**config.mk**
```make
export PLATFORM = sky130hd
export DESIGN_NAME = sensor_reader
export DESIGN_NICKNAME = d
export VERILOG_FILES = /design/src/rtl/sr_pkg.sv /design/src/rtl/sr_countdown.sv /design/src/rtl/sr_shift.sv /design/src/rtl/sr_decode.sv /design/src/rtl/sensor_reader.sv
export SDC_FILE = /design/constraint.sdc
export NUM_CORES = 1
export LEC_CHECK = 0
export BUFFER_PORTS_ARGS = -buffer_cell sky130_fd_sc_hd__buf_2
export CAP_MARGIN = 20
export CORE_MARGIN = 3
export CORE_UTILIZATION = 45
export DETAILED_ROUTE_END_ITERATION = 16
export GPL_TIMING_DRIVEN = 0
export PLACE_DENSITY_LB_ADDON = 0.05
export SLEW_MARGIN = 20
export SYNTH_ARGS = -nofsm -noshare
export SYNTH_HDL_FRONTEND = slang
export SYNTH_HIERARCHICAL = 1
export SYNTH_SLANG_ARGS = --single-unit
```
**constraint.sdc**
```tcl
create_clock -name clk -period 9.7 [get_ports clk]
set_clock_uncertainty 0.1 [all_clocks]
set_input_delay 0.485 -clock clk [delete_from_list [all_inputs] [get_ports clk]]
set_output_delay 0.485 -clock clk [all_outputs]
set_load 0.03 [all_outputs]
```
**src/rtl/sr_pkg.sv**
```systemverilog
// Package for the sensor reader: word layout, marker value and controller states.
// Assumes a 32-bit frame with the marker in the top byte.
package sr_pkg;
    localparam int WORD_W = 32;
    localparam int FAN_W  = 8;
    localparam int TEMP_W = 16;
    localparam int MARK_W = WORD_W - FAN_W - TEMP_W;
    localparam logic [MARK_W-1:0] MARK_VAL = 8'h55;

    typedef struct packed {
        logic [MARK_W-1:0] marker;
        logic [FAN_W-1:0]  fan;
        logic [TEMP_W-1:0] temp;
    } sr_word_t;

    typedef enum logic [2:0] {
        ST_IDLE,
        ST_SETUP,
        ST_HIGH,
        ST_LOW,
        ST_GAP
    } sr_state_t;
endpackage

```
**src/rtl/sr_countdown.sv**
```systemverilog
// Loadable down-counter that stops at zero.
// Used for the phase timer and for the hold-off timer. The load input wins over counting.
module sr_countdown #(
    parameter int W = 8
) (
    input  logic         clk,
    input  logic         rst_n,
    input  logic         load,
    input  logic [W-1:0] load_val,
    output logic         zero
);
    logic [W-1:0] cnt;

    // Load on request, otherwise count down until zero is reached.
    always_ff @(posedge clk) begin
        if (!rst_n)
            cnt <= '0;
        else if (load)
            cnt <= load_val;
        else if (cnt != '0)
            cnt <= cnt - 1'b1;
    end

    assign zero = (cnt == '0);
endmodule

```
**src/rtl/sr_shift.sv**
```systemverilog
// Serial capture register: shifts the data line in MSB first, one bit per sample strobe.
// Assumes that sample is never raised once WIDTH bits have been taken.
module sr_shift #(
    parameter int WIDTH = 32
) (
    input  logic             clk,
    input  logic             rst_n,
    input  logic             clear,
    input  logic             sample,
    input  logic             sdi,
    output logic [WIDTH-1:0] word,
    output logic             full
);
    localparam int CW = $clog2(WIDTH + 1);

    logic [CW-1:0] count;

    // Shift the new bit in at the LSB, so that the first bit ends up at the MSB.
    always_ff @(posedge clk) begin
        if (!rst_n) begin
            word  <= '0;
            count <= '0;
        end else if (clear) begin
            word  <= '0;
            count <= '0;
        end else if (sample) begin
            word  <= {word[WIDTH-2:0], sdi};
            count <= count + 1'b1;
        end
    end

    assign full = (count == CW'(WIDTH));

    // at most 32 bits per transaction
    a_r3_count_bound: assert property (@(posedge clk) disable iff (!rst_n)
        count <= CW'(WIDTH));
    // no sample once the frame is complete
    a_r3_no_extra_bit: assert property (@(posedge clk) disable iff (!rst_n)
        full && !clear |-> !sample);
endmodule

```
**src/rtl/sr_decode.sv**
```systemverilog
// Frame decoder: checks the marker byte and splits out the fan and temperature fields.
// Purely combinational. The captured word must be stable while it is used.
module sr_decode
    import sr_pkg::*;
(
    input  logic [WORD_W-1:0] word,
    output logic              ok,
    output logic [FAN_W-1:0]  fan,
    output logic [TEMP_W-1:0] temp
);
    sr_word_t f;

    // Map the raw bits onto the frame fields and test the marker.
    always_comb begin
        f    = sr_word_t'(word);
        ok   = (f.marker == MARK_VAL);
        fan  = f.fan;
        temp = f.temp;
    end
endmodule

```
**src/rtl/sensor_reader.sv**
```systemverilog
// Top of the slow three-wire sensor reader.
// On req_i it either answers from the cache (hold-off window active) or runs a
// full transaction: chip select low, setup wait, 32 clock periods with sampling
// on each rising edge, then chip select high for one phase, then done_o.
// Assumes that req_i is a level sampled in idle. All intervals are in clk cycles.
module sensor_reader
    import sr_pkg::*;
#(
    parameter int SETUP_CYC     = 10_000_000,
    parameter int SETUP_MIN_CYC = 1_000_000,
    parameter int HALF_CYC      = 10_000,
    parameter int HALF_MIN_CYC  = 1_500,
    parameter int HOLD_CYC      = 100_000_000
) (
    input  logic              clk,
    input  logic              rst_n,
    input  logic              req_i,
    output logic              done_o,
    output logic              valid_o,
    output logic              err_o,
    output logic [FAN_W-1:0]  fan_o,
    output logic [TEMP_W-1:0] temp_o,
    output logic              cs_n_o,
    output logic              sck_o,
    input  logic              sdi_i
);
    localparam int SETUP_EFF = (SETUP_CYC < SETUP_MIN_CYC) ? SETUP_MIN_CYC : SETUP_CYC;
    localparam int HALF_EFF  = (HALF_CYC < HALF_MIN_CYC) ? HALF_MIN_CYC : HALF_CYC;
    localparam int PH_MAX    = (SETUP_EFF > HALF_EFF) ? SETUP_EFF : HALF_EFF;
    localparam int PW        = $clog2(PH_MAX + 1);
    localparam int HW        = $clog2(HOLD_CYC + 1);
    localparam logic [PW-1:0] SETUP_LD = PW'(SETUP_EFF - 1);
    localparam logic [PW-1:0] HALF_LD  = PW'(HALF_EFF - 1);
    localparam logic [HW-1:0] HOLD_LD  = HW'(HOLD_CYC);

    sr_state_t         state;
    logic              ph_load, ph_zero;
    logic [PW-1:0]     ph_val;
    logic              hold_load, hold_zero;
    logic [HW-1:0]     hold_val;
    logic              hit, start, sample, sh_full;
    logic [WORD_W-1:0] sh_word;
    logic              dec_ok;
    logic [FAN_W-1:0]  dec_fan;
    logic [TEMP_W-1:0] dec_temp;

    // Cache hit when the cache is valid and the hold-off window is still open.
    assign hit   = valid_o && !hold_zero;
    assign start = (state == ST_IDLE) && req_i && !hit;
    // Sample the data line at the very edge that raises the serial clock.
    assign sample = ph_zero && ((state == ST_SETUP) || (state == ST_LOW));

    // Phase timer reload: the setup length on start, otherwise one half period.
    always_comb begin
        ph_load = start || (ph_zero && (state == ST_SETUP || state == ST_HIGH || state == ST_LOW));
        ph_val  = start ? SETUP_LD : HALF_LD;
    end

    // Hold-off reload at the end of each transaction: open on success, close on error.
    always_comb begin
        hold_load = (state == ST_GAP) && ph_zero;
        hold_val  = dec_ok ? HOLD_LD : '0;
    end

    sr_countdown #(.W(PW)) i_phase (
        .clk      (clk),
        .rst_n    (rst_n),
        .load     (ph_load),
        .load_val (ph_val),
        .zero     (ph_zero)
    );

    sr_countdown #(.W(HW)) i_hold (
        .clk      (clk),
        .rst_n    (rst_n),
        .load     (hold_load),
        .load_val (hold_val),
        .zero     (hold_zero)
    );

    sr_shift #(.WIDTH(WORD_W)) i_shift (
        .clk    (clk),
        .rst_n  (rst_n),
        .clear  (start),
        .sample (sample),
        .sdi    (sdi_i),
        .word   (sh_word),
        .full   (sh_full)
    );

    sr_decode i_decode (
        .word (sh_word),
        .ok   (dec_ok),
        .fan  (dec_fan),
        .temp (dec_temp)
    );

    // Transaction sequencer: drives the pins, the done pulse and the cache.
    always_ff @(posedge clk) begin
        if (!rst_n) begin
            state   <= ST_IDLE;
            cs_n_o  <= 1'b1;
            sck_o   <= 1'b0;
            done_o  <= 1'b0;
            valid_o <= 1'b0;
            err_o   <= 1'b0;
            fan_o   <= '0;
            temp_o  <= '0;
        end else begin
            done_o <= 1'b0;
            unique case (state)
                ST_IDLE: begin
                    if (req_i && hit) begin
                        done_o <= 1'b1;
                    end else if (start) begin
                        cs_n_o <= 1'b0;
                        state  <= ST_SETUP;
                    end
                end
                ST_SETUP, ST_LOW: begin
                    if (ph_zero) begin
                        sck_o <= 1'b1;
                        state <= ST_HIGH;
                    end
                end
                ST_HIGH: begin
                    if (ph_zero) begin
                        sck_o <= 1'b0;
                        if (sh_full) begin
                            cs_n_o <= 1'b1;
                            state  <= ST_GAP;
                        end else begin
                            state  <= ST_LOW;
                        end
                    end
                end
                ST_GAP: begin
                    if (ph_zero) begin
                        done_o <= 1'b1;
                        state  <= ST_IDLE;
                        if (dec_ok) begin
                            fan_o   <= dec_fan;
                            temp_o  <= dec_temp;
                            valid_o <= 1'b1;
                            err_o   <= 1'b0;
                        end else begin
                            err_o   <= 1'b1;
                        end
                    end
                end
                default: state <= ST_IDLE;
            endcase
        end
    end

    // the serial clock runs only while chip select is asserted
    a_r3_sck_needs_cs: assert property (@(posedge clk) disable iff (!rst_n)
        sck_o |-> !cs_n_o);
    // the first rising clock edge comes after chip select was already low
    a_r2_rise_after_cs: assert property (@(posedge clk) disable iff (!rst_n)
        $rose(sck_o) |-> $past(!cs_n_o));
    // done is a single-cycle pulse
    a_r5_done_pulse: assert property (@(posedge clk) disable iff (!rst_n)
        done_o |=> !done_o);
    // the cache, once valid, stays valid
    a_r5_valid_sticky: assert property (@(posedge clk) disable iff (!rst_n)
        !$fell(valid_o));
    // an error result leaves the cached fields untouched
    a_r6_err_keeps_cache: assert property (@(posedge clk) disable iff (!rst_n)
        done_o && err_o |-> $stable(fan_o) && $stable(temp_o));
    // a cache hit answers next cycle without touching the bus
    a_r7_hit_no_bus: assert property (@(posedge clk) disable iff (!rst_n)
        (state == ST_IDLE) && req_i && hit |=> done_o && cs_n_o && $stable(fan_o));
    // no done pulse can come out while the bits are still being clocked
    a_r10_busy_quiet: assert property (@(posedge clk) disable iff (!rst_n)
        (state == ST_SETUP || state == ST_HIGH || state == ST_LOW) |=> !done_o);
    // chip select rises only together with a falling serial clock
    a_r9_cs_release: assert property (@(posedge clk) disable iff (!rst_n)
        $rose(cs_n_o) |-> $fell(sck_o));
endmodule

```
==> metrics.log, run 1 <==
INFO  metric outcome = complete, no violations
INFO  metric setup.worst_path.end_class = flip-flop
INFO  metric ant_nets = 0
INFO  metric fillers = 1165
INFO  metric maxSlewHeadroom = 0.497
INFO  metric remaining_drc_errors = 0
INFO  metric crit-reg2reg-launch = i_phase/cnt[0]
INFO  metric holdCritStartpoint = sdi_i
INFO  metric drv_slew = 0
INFO  metric number_of_global_route_vias_before_repair = 4414
INFO  metric cts-htree-levels = 4
INFO  metric power.leakage = 0.00263 uW
INFO  metric drt_pass1_iterations = 4
INFO  metric power.total = 2140 uW
INFO  metric total_track_usage = 0.182
INFO  metric finalWirelength = 12100 um
INFO  metric ctsLongestPathBuffers = 2
INFO  metric finalSetupViolations = 0
INFO  metric synth.ff_latch_count = 121
INFO  metric worst_r2r_endpoint = i_phase/cnt[20]
INFO  metric cts.repair_timing.setup_buffer_count = 0
INFO  metric ir_drop = 148 uV
INFO  metric fmaxAchievable = 238 MHz
INFO  metric numClockSinks = 121
INFO  metric min_path_cells = 3
INFO  metric syn-cell-area = 5730 um^2
INFO  metric ff_latch_area = 2420 um^2
INFO  metric chipHeight = 119 um
INFO  metric r2r_slack = 5.49 ns
INFO  metric routed_via_density = 5.01
INFO  metric synth_seq_area_share = 0.423
INFO  metric grt_antenna_before_repair = 0
INFO  metric num_io_pins = 33
INFO  metric drt-initial-drc-count = 262
INFO  metric post_cts.resized_instances = 0
INFO  metric final_hold_viol_count = 0
INFO  metric path_max_fanout = 16
INFO  metric place.port_buffers = 32
INFO  metric yosys.area.top_type = sky130_fd_sc_hd__dfxtp_1
INFO  metric multiInputGateArea = 2960 um^2
INFO  metric pwr_per_cell_area = 312 nW/um^2
INFO  metric flow.area_growth_from_synthesis = 19.5%
INFO  metric setup_tns = 0 ns
INFO  metric dpl_worst_slack = 5.62 ns
INFO  metric hpwl = 8270 um
INFO  metric floorplan.die_area = 14100 um^2
INFO  metric final_core_utilization = 0.561
INFO  metric synthDominantCellAreaShare = 0.423
INFO  metric yosys_most_used_dff = sky130_fd_sc_hd__dfxtp_1
INFO  metric synthesis.area_per_instance = 8.75 um^2
INFO  metric rsz0062_at_grt = no
INFO  metric antenna_cells = 0
INFO  metric synthArstFlopShare = 0
INFO  metric cts-hold-fix-buffers = 0
INFO  metric synth.lib_cells_used.distinct = 60
INFO  metric startpoint = i_phase/cnt[0]
INFO  metric design.core.area = 12200 um^2
INFO  metric largest_net_degree_at_the_start_of_global_routing = 17
INFO  metric reg2reg_depth = 15
INFO  metric drv_cap = 0
INFO  metric hold_path_end = i_shift/word[0]
INFO  metric place.gp.congestion = 0.790
INFO  metric criticalPathCategory = flip-flop to flip-flop
INFO  metric final_min_period_over_clock_period = 0.434
INFO  metric yosysWarnings = 6
INFO  metric crit_arrival = 4.44 ns
INFO  metric tightestPinTransition = 0.754 ns
INFO  metric crit_path_start_kind = flip-flop
INFO  metric chipWidth = 119 um
INFO  metric initial_util = 0.469
INFO  metric rows = 40
INFO  metric final_layout_size_suffix_gt1_frac = 0.180
INFO  metric cts_root_buf = sky130_fd_sc_hd__clkbuf_16
INFO  metric clk_pin_slew_worst_paths = 0.06 ns
INFO  metric number_of_enable_flip_flop_cells_after_synthesis = 0
INFO  metric syn_inst = 655
INFO  metric sum_of_overflow_across_all_layers_after_global_routing = 0
INFO  metric tritoncts_clock_tree = yes
INFO  metric detailroute.via_count = 4576
INFO  metric worst_hold_path_type = input port to flip-flop
INFO  metric cts_made_buffers = 17
INFO  metric clk-insertion-delay-late = 0.41 ns
INFO  metric finalWorstPathRequiredPeriod = 4.21 ns
INFO  metric synth_area_leaders = sky130_fd_sc_hd__dfxtp_1, sky130_fd_sc_hd__nand2_1, sky130_fd_sc_hd__mux2i_1
INFO  metric finalWorstSetupSlack = 5.49 ns
INFO  metric grt_first_pass_wirelength = 21000 um
INFO  metric timing.critical_path.required = 9.93 ns
INFO  metric final_net_count = 742
INFO  metric routedWlPerCell = 13.3 um
[Yosys cell counts, types with 2 or more instances]
master                      count
sky130_fd_sc_hd__dfxtp_1      121
sky130_fd_sc_hd__nand2_1      115
sky130_fd_sc_hd__nor2_1        63
sky130_fd_sc_hd__o21ai_0       38
sky130_fd_sc_hd__mux2i_1       36
sky130_fd_sc_hd__xor2_1        29
sky130_fd_sc_hd__buf_4         26
sky130_fd_sc_hd__a21oi_1       17
sky130_fd_sc_hd__clkbuf_1      17
sky130_fd_sc_hd__xnor2_1       17
sky130_fd_sc_hd__nor4_1        15
sky130_fd_sc_hd__nor3_1        14
sky130_fd_sc_hd__a21oi_2       11
sky130_fd_sc_hd__and2_1        11
sky130_fd_sc_hd__inv_1         11
sky130_fd_sc_hd__o31ai_1       11
sky130_fd_sc_hd__nand3_1        8
sky130_fd_sc_hd__or3_1          8
sky130_fd_sc_hd__buf_2          6
sky130_fd_sc_hd__ha_1           5
sky130_fd_sc_hd__nand4_1        5
sky130_fd_sc_hd__or4_1          5
sky130_fd_sc_hd__nand2b_1       4
sky130_fd_sc_hd__nand3b_1       4
sky130_fd_sc_hd__nor2b_1        4
sky130_fd_sc_hd__a22o_1         3
sky130_fd_sc_hd__buf_12         3
sky130_fd_sc_hd__buf_6          3
sky130_fd_sc_hd__clkbuf_2       3
sky130_fd_sc_hd__nor4_4         3
sky130_fd_sc_hd__a211o_1        2
sky130_fd_sc_hd__a21boi_0       2
sky130_fd_sc_hd__a31oi_1        2
sky130_fd_sc_hd__and2_4         2
sky130_fd_sc_hd__conb_1         2
sky130_fd_sc_hd__nand4bb_1      2
sky130_fd_sc_hd__o41ai_1        2
sky130_fd_sc_hd__or4_4          2
sky130_fd_sc_hd__or4b_2         2
[power by group]
group          internal, uW  switching, uW
combinational           330            435
sequential              595            101
clock                   451            225
total                  1380            760
[cells in the final DEF (no fill, tap or decap), types with 3 or more instances in the layout]
cell	Yosys	final
sky130_fd_sc_hd__a21oi_1	17	17
sky130_fd_sc_hd__nor2b_1	4	4
sky130_fd_sc_hd__a22o_1	3	3
sky130_fd_sc_hd__buf_4	26	26
sky130_fd_sc_hd__nor4_1	15	15
sky130_fd_sc_hd__xor2_1	29	29
sky130_fd_sc_hd__or4_1	5	5
sky130_fd_sc_hd__nand3b_1	4	4
sky130_fd_sc_hd__nor3_1	14	14
sky130_fd_sc_hd__clkbuf_2	3	3
sky130_fd_sc_hd__clkinv_4	0	3
sky130_fd_sc_hd__nand2_1	115	115
sky130_fd_sc_hd__buf_2	6	38
sky130_fd_sc_hd__buf_6	3	3
sky130_fd_sc_hd__clkbuf_16	0	17
sky130_fd_sc_hd__conb_1	2	29
sky130_fd_sc_hd__buf_12	3	3
sky130_fd_sc_hd__a21oi_2	11	11
sky130_fd_sc_hd__nand2b_1	4	4
sky130_fd_sc_hd__o31ai_1	11	11
sky130_fd_sc_hd__inv_1	11	11
sky130_fd_sc_hd__clkbuf_8	0	3
sky130_fd_sc_hd__xnor2_1	17	17
sky130_fd_sc_hd__or3_1	8	8
sky130_fd_sc_hd__mux2i_1	36	36
sky130_fd_sc_hd__ha_1	5	5
sky130_fd_sc_hd__nor4_4	3	3
sky130_fd_sc_hd__and2_1	11	11
sky130_fd_sc_hd__nor2_1	63	62
sky130_fd_sc_hd__clkbuf_1	17	19
sky130_fd_sc_hd__bufinv_16	0	4
sky130_fd_sc_hd__dfxtp_1	121	121
sky130_fd_sc_hd__nand3_1	8	8
sky130_fd_sc_hd__nand4_1	5	5
sky130_fd_sc_hd__o21ai_0	38	38
[routing by layer]
metal	track usage	up-vias	wire length [um]
li1	-	2349	-
met1	0.232	2141	5830
met2	0.287	67	5610
met3	0.0475	19	452
met4	0.0876	0	240
met5	0	-	0
[worst max-delay path by stage]
stage                                  to  slack (ns)  cells past startpoint
final                     i_phase/cnt[20]        5.49                     15
after global routing      i_phase/cnt[23]        5.16                     15
after CTS                 i_phase/cnt[19]        5.59                     15
after detailed placement  i_phase/cnt[19]        5.62                     15
after global placement    i_phase/cnt[23]        5.66                     15
after floorplan           i_phase/cnt[15]        6.39                     15
[logic make-up (layout without fill, tap and decap cells)]
family	Yosys count	count (layout)	synth area share
buf+inv	70	134	0.0793
simple gates	279	279	0.245
mux	36	36	0.0629
flops	121	121	0.423
other cells	2	29	0.00131
xor+xnor	46	46	0.0703
fa+ha+maj	5	5	0.0109
compound gates	96	96	0.108
[stage by stage]
stage,hold WS [ns],instances,instance area [um^2]
CTS,0.218,914,6850
global placement,0.343,882,6200
global route,0.266,914,6850
detailed placement,0.348,882,6200
finish,0.226,914,6850
floorplan,0.353,682,5830
[area by class of cell]
cell class                      instances  share of cell area
Multi-Input combinational cell        491               0.432
Clock buffer                           22              0.0693
Timing Repair Buffer                   32              0.0234
Inverter                               11             0.00603
Buffer                                 59              0.0603
Clock inverter                         10              0.0243
Sequential cell                       121               0.354
Tap cell                              168              0.0307
[critical path, stage by stage, from the launching register on]
cell and delay (ns):
sky130_fd_sc_hd__dfxtp_1 0.34, sky130_fd_sc_hd__inv_1 0.09, sky130_fd_sc_hd__ha_1 0.14, sky130_fd_sc_hd__or4b_2 0.61, sky130_fd_sc_hd__nor4_1 0.50, sky130_fd_sc_hd__and2_4 0.30
sky130_fd_sc_hd__buf_12 0.15, sky130_fd_sc_hd__nor2b_1 0.24, sky130_fd_sc_hd__o21ai_0 0.12, sky130_fd_sc_hd__nand2_1 0.10, sky130_fd_sc_hd__clkbuf_1 0.39, sky130_fd_sc_hd__and2_1 0.19
sky130_fd_sc_hd__clkbuf_1 0.24, sky130_fd_sc_hd__clkbuf_1 0.43, sky130_fd_sc_hd__nand2_1 0.09, sky130_fd_sc_hd__o21ai_0 0.09
[registers in the layout (all words and copies together) (netlist names)]
register       cells
valid_o            1
cs_n_o             1
i_shift/count      6
state              3
i_shift/word      32
fan_o              8
i_phase/cnt       24
i_hold/cnt        27
temp_o            16
done_o             1
sck_o              1
err_o              1
Note: power is estimated with default switching activity, not from simulation.
==> run 2, diff against run 1 <==
==> constraint.sdc (replaced) <==
create_clock -name clk -period 3.7 [get_ports clk]
set_clock_uncertainty 0.1 [all_clocks]
set_input_delay 0.185 -clock clk [delete_from_list [all_inputs] [get_ports clk]]
set_output_delay 0.185 -clock clk [all_outputs]
set_load 0.03 [all_outputs]
==> run 2 against run 1 <==
Compared with the run above: final area rose by 0.95%; routed wire length up 0.22%; die area stayed put; flip-flop and latch count stayed put; critical path type unchanged; largest power group unchanged.
==> metrics.log, run 2 (synthesis results as in run 1) <==
INFO  metric outcome = complete, no violations
INFO  metric rsz0062_at_grt = no
INFO  metric worst_hold_path_type = input port to flip-flop
INFO  metric number_of_global_route_vias_before_repair = 4397 (-0.39%)
INFO  metric final_hold_viol_count = 0 (unchanged)
INFO  metric floorplan.die_area = 14100 um^2 (unchanged)
INFO  metric most_used_cells_in_the_layout_excluding_fill_and_tap_cells = sky130_fd_sc_hd__dfxtp_1, sky130_fd_sc_hd__nand2_1, sky130_fd_sc_hd__nor2_1
INFO  metric placed_cells_incl_taps = 882 (unchanged)
INFO  metric tightestPinTransition = 0.756 ns (+0.00133 ns)
INFO  metric chipHeight = 119 um (unchanged)
INFO  metric place.gp.congestion = 0.790 (unchanged)
INFO  metric tritoncts_clock_tree = yes
INFO  metric crit_path_start_kind = flip-flop
INFO  metric finalWirelength = 12200 um (+0.22%)
INFO  metric path_max_fanout = 16 (unchanged)
INFO  metric remaining_drc_errors = 0 (unchanged)
INFO  metric cts_root_buf = sky130_fd_sc_hd__clkbuf_16
INFO  metric drv_slew = 0 (unchanged)
INFO  metric critical-path-slowest-cell = sky130_fd_sc_hd__or4b_2
INFO  metric sum_of_overflow_across_all_layers_after_global_routing = 0 (unchanged)
INFO  metric total_track_usage = 0.182 (about the same)
INFO  metric final_net_count = 745 (+0.40%)
INFO  metric hpwl = 8270 um (unchanged)
INFO  metric max_flop_register = i_shift/word
INFO  metric clk_pin_slew_worst_paths = 0.06 ns (about the same)
INFO  metric detailroute.via_count = 4574 (-0.044%)
INFO  metric largest_net_degree_at_the_start_of_global_routing = 17 (unchanged)
INFO  metric maxSlewHeadroom = 0.496 (-0.000887)
INFO  metric largest_registers = i_shift/word: 32 flops, i_hold/cnt: 27 flops, i_phase/cnt: 24 flops
INFO  metric flow.area_growth_from_synthesis = 20.6%
INFO  metric finalSetupViolations = 0 (unchanged)
INFO  metric chipWidth = 119 um (unchanged)
INFO  metric design.core.area = 12200 um^2 (unchanged)
INFO  metric fmaxAchievable = 289 MHz (+22%)
INFO  metric rows = 40 (unchanged)
INFO  metric final_core_utilization = 0.566 (+0.00533)
INFO  metric setup.worst_path.end_class = flip-flop
INFO  metric cts_made_buffers = 17 (unchanged)
INFO  metric antenna_cells = 0 (unchanged)
INFO  metric drv_cap = 0 (unchanged)
INFO  metric grt_first_pass_wirelength = 21000 um (-0.13%)
INFO  metric cpPeakStageDelay = 0.65 ns (+0.04 ns)
INFO  metric routed_via_density = 4.99 (-0.37%)
INFO  metric timing.critical_path.cells = inv_1 -> ha_1 -> or4b_2 -> nor4_4 -> and2_4 -> buf_12 -> nor2b_1 -> o21ai_0 -> nand2_4 -> and2_1 -> clkbuf_1 -> clkbuf_4 -> nand2_1 -> o21ai_0
INFO  metric pwr_per_cell_area = 818 nW/um^2 (+160%)
INFO  metric power.leakage = 0.00265 uW (+0.72%)
INFO  metric ir_drop = 388 uV (+160%)
INFO  metric routedWlPerCell = 13.3 um (-0.11%)
INFO  metric initial_util = 0.469 (unchanged)
INFO  metric drt-initial-drc-count = 289 (+10%)
INFO  metric num_io_pins = 33 (unchanged)
INFO  metric ant_nets = 0 (unchanged)
INFO  metric fillers = 1154 (-0.94%)
INFO  metric layout.cells.most_common = sky130_fd_sc_hd__dfxtp_1
INFO  metric crit_arrival = 3.69 ns (-0.75 ns)
INFO  metric timing.critical_path.required = 3.93 ns (-6.00 ns)
INFO  metric numClockSinks = 121 (unchanged)
INFO  metric place.port_buffers = 32 (unchanged)
INFO  metric largest_register_ff_count = 32 (unchanged)
INFO  metric final_layout_size_suffix_gt1_frac = 0.190 (+0.00996)
INFO  metric grt_antenna_before_repair = 0 (unchanged)
INFO  metric finalWorstPathRequiredPeriod = 3.46 ns (-0.751 ns)
INFO  metric criticalPathCategory = flip-flop to flip-flop
INFO  metric layout.cells.non_filler = 917 (+0.33%)
INFO  metric clk-insertion-delay-late = 0.41 ns (about the same)
INFO  metric drt_pass1_iterations = 4 (unchanged)
INFO  metric final_min_period_over_clock_period = 0.934 (+0.500)
INFO  metric cts-htree-levels = 4 (unchanged)
INFO  metric ctsLongestPathBuffers = 2 (unchanged)
INFO  metric critPathMostFrequentCell = sky130_fd_sc_hd__o21ai_0
-- run 2: repair_timing --
| action | in CTS | in global routing |
|---|---|---|
| hold buffers | 2 | 0 |
| resized for setup | 3 | 7 |
| endpoints found under the hold margin | 2 | 0 |
| endpoints found under the setup margin | 24 | 47 |
| buffers inserted | 0 | 2 |
-- run 2: per-stage QoR --
step / worst slack [ns] / TNS (ns) / area, um^2 / hold slack (ns) / total power [uW]
after detailed placement: -0.382 / -1.82 / 6200 / 0.348 / 3820
after global routing: 0.0182 / 0 / 6910 / 0.0510 / 6030
after CTS: 0.0610 / 0 / 6870 / 0.0146 / 5640
final: 0.244 / 0 / 6910 / 0.0206 / 5650
after global placement: -0.342 / -1.56 / 6200 / 0.327 / 3770
after floorplan: 0.385 / 0 / 5830 / 0.157 / 3410
-- run 2: critical path: cells and delay by family (launching register included) --
kind | cells | cell delay (ns)
buffers and inverters | 4 | 0.76
and+or+nand+nor | 7 | 1.77
AOI/OAI and AO/OA | 2 | 0.26
DFF | 1 | 0.34
adders and majority gates | 1 | 0.14
-- run 2: power breakdown --
part | total, uW | switching, uW | internal [uW]
sequential | 1830 | 267 | 1560
combinational | 2050 | 1160 | 889
clock | 1770 | 589 | 1180
-- run 2: worst paths after layout --
check                       from         endpoint  slack [ns]  depth (start not counted)
setup / recovery  i_phase/cnt[0]  i_phase/cnt[20]        0.24                         14
hold / removal             req_i           done_o        0.02                          3
setup reg to reg  i_phase/cnt[0]  i_phase/cnt[20]        0.24                         14
hold reg to reg       temp_o[14]       temp_o[14]        0.36                          2
-- run 2: final cells by class --
class	count	area [um^2]	share of cell area
Buffer	58	414	0.0599
Clock buffer	22	474	0.0686
Clock inverter	10	166	0.0241
Inverter	11	45.0	0.00652
Multi-Input combinational cell	491	2980	0.432
Sequential cell	121	2420	0.351
Tap cell	168	210	0.0304
Timing Repair Buffer	36	195	0.0282
-- run 2: routing by layer --
metal / part of all wire / global-route usage / wire length (um)
met4: 0.018 / 0.0876 / 217
met3: 0.038 / 0.0480 / 466
met1: 0.48 / 0.231 / 5800
met2: 0.47 / 0.286 / 5670
met5: 0 / 0 / 0
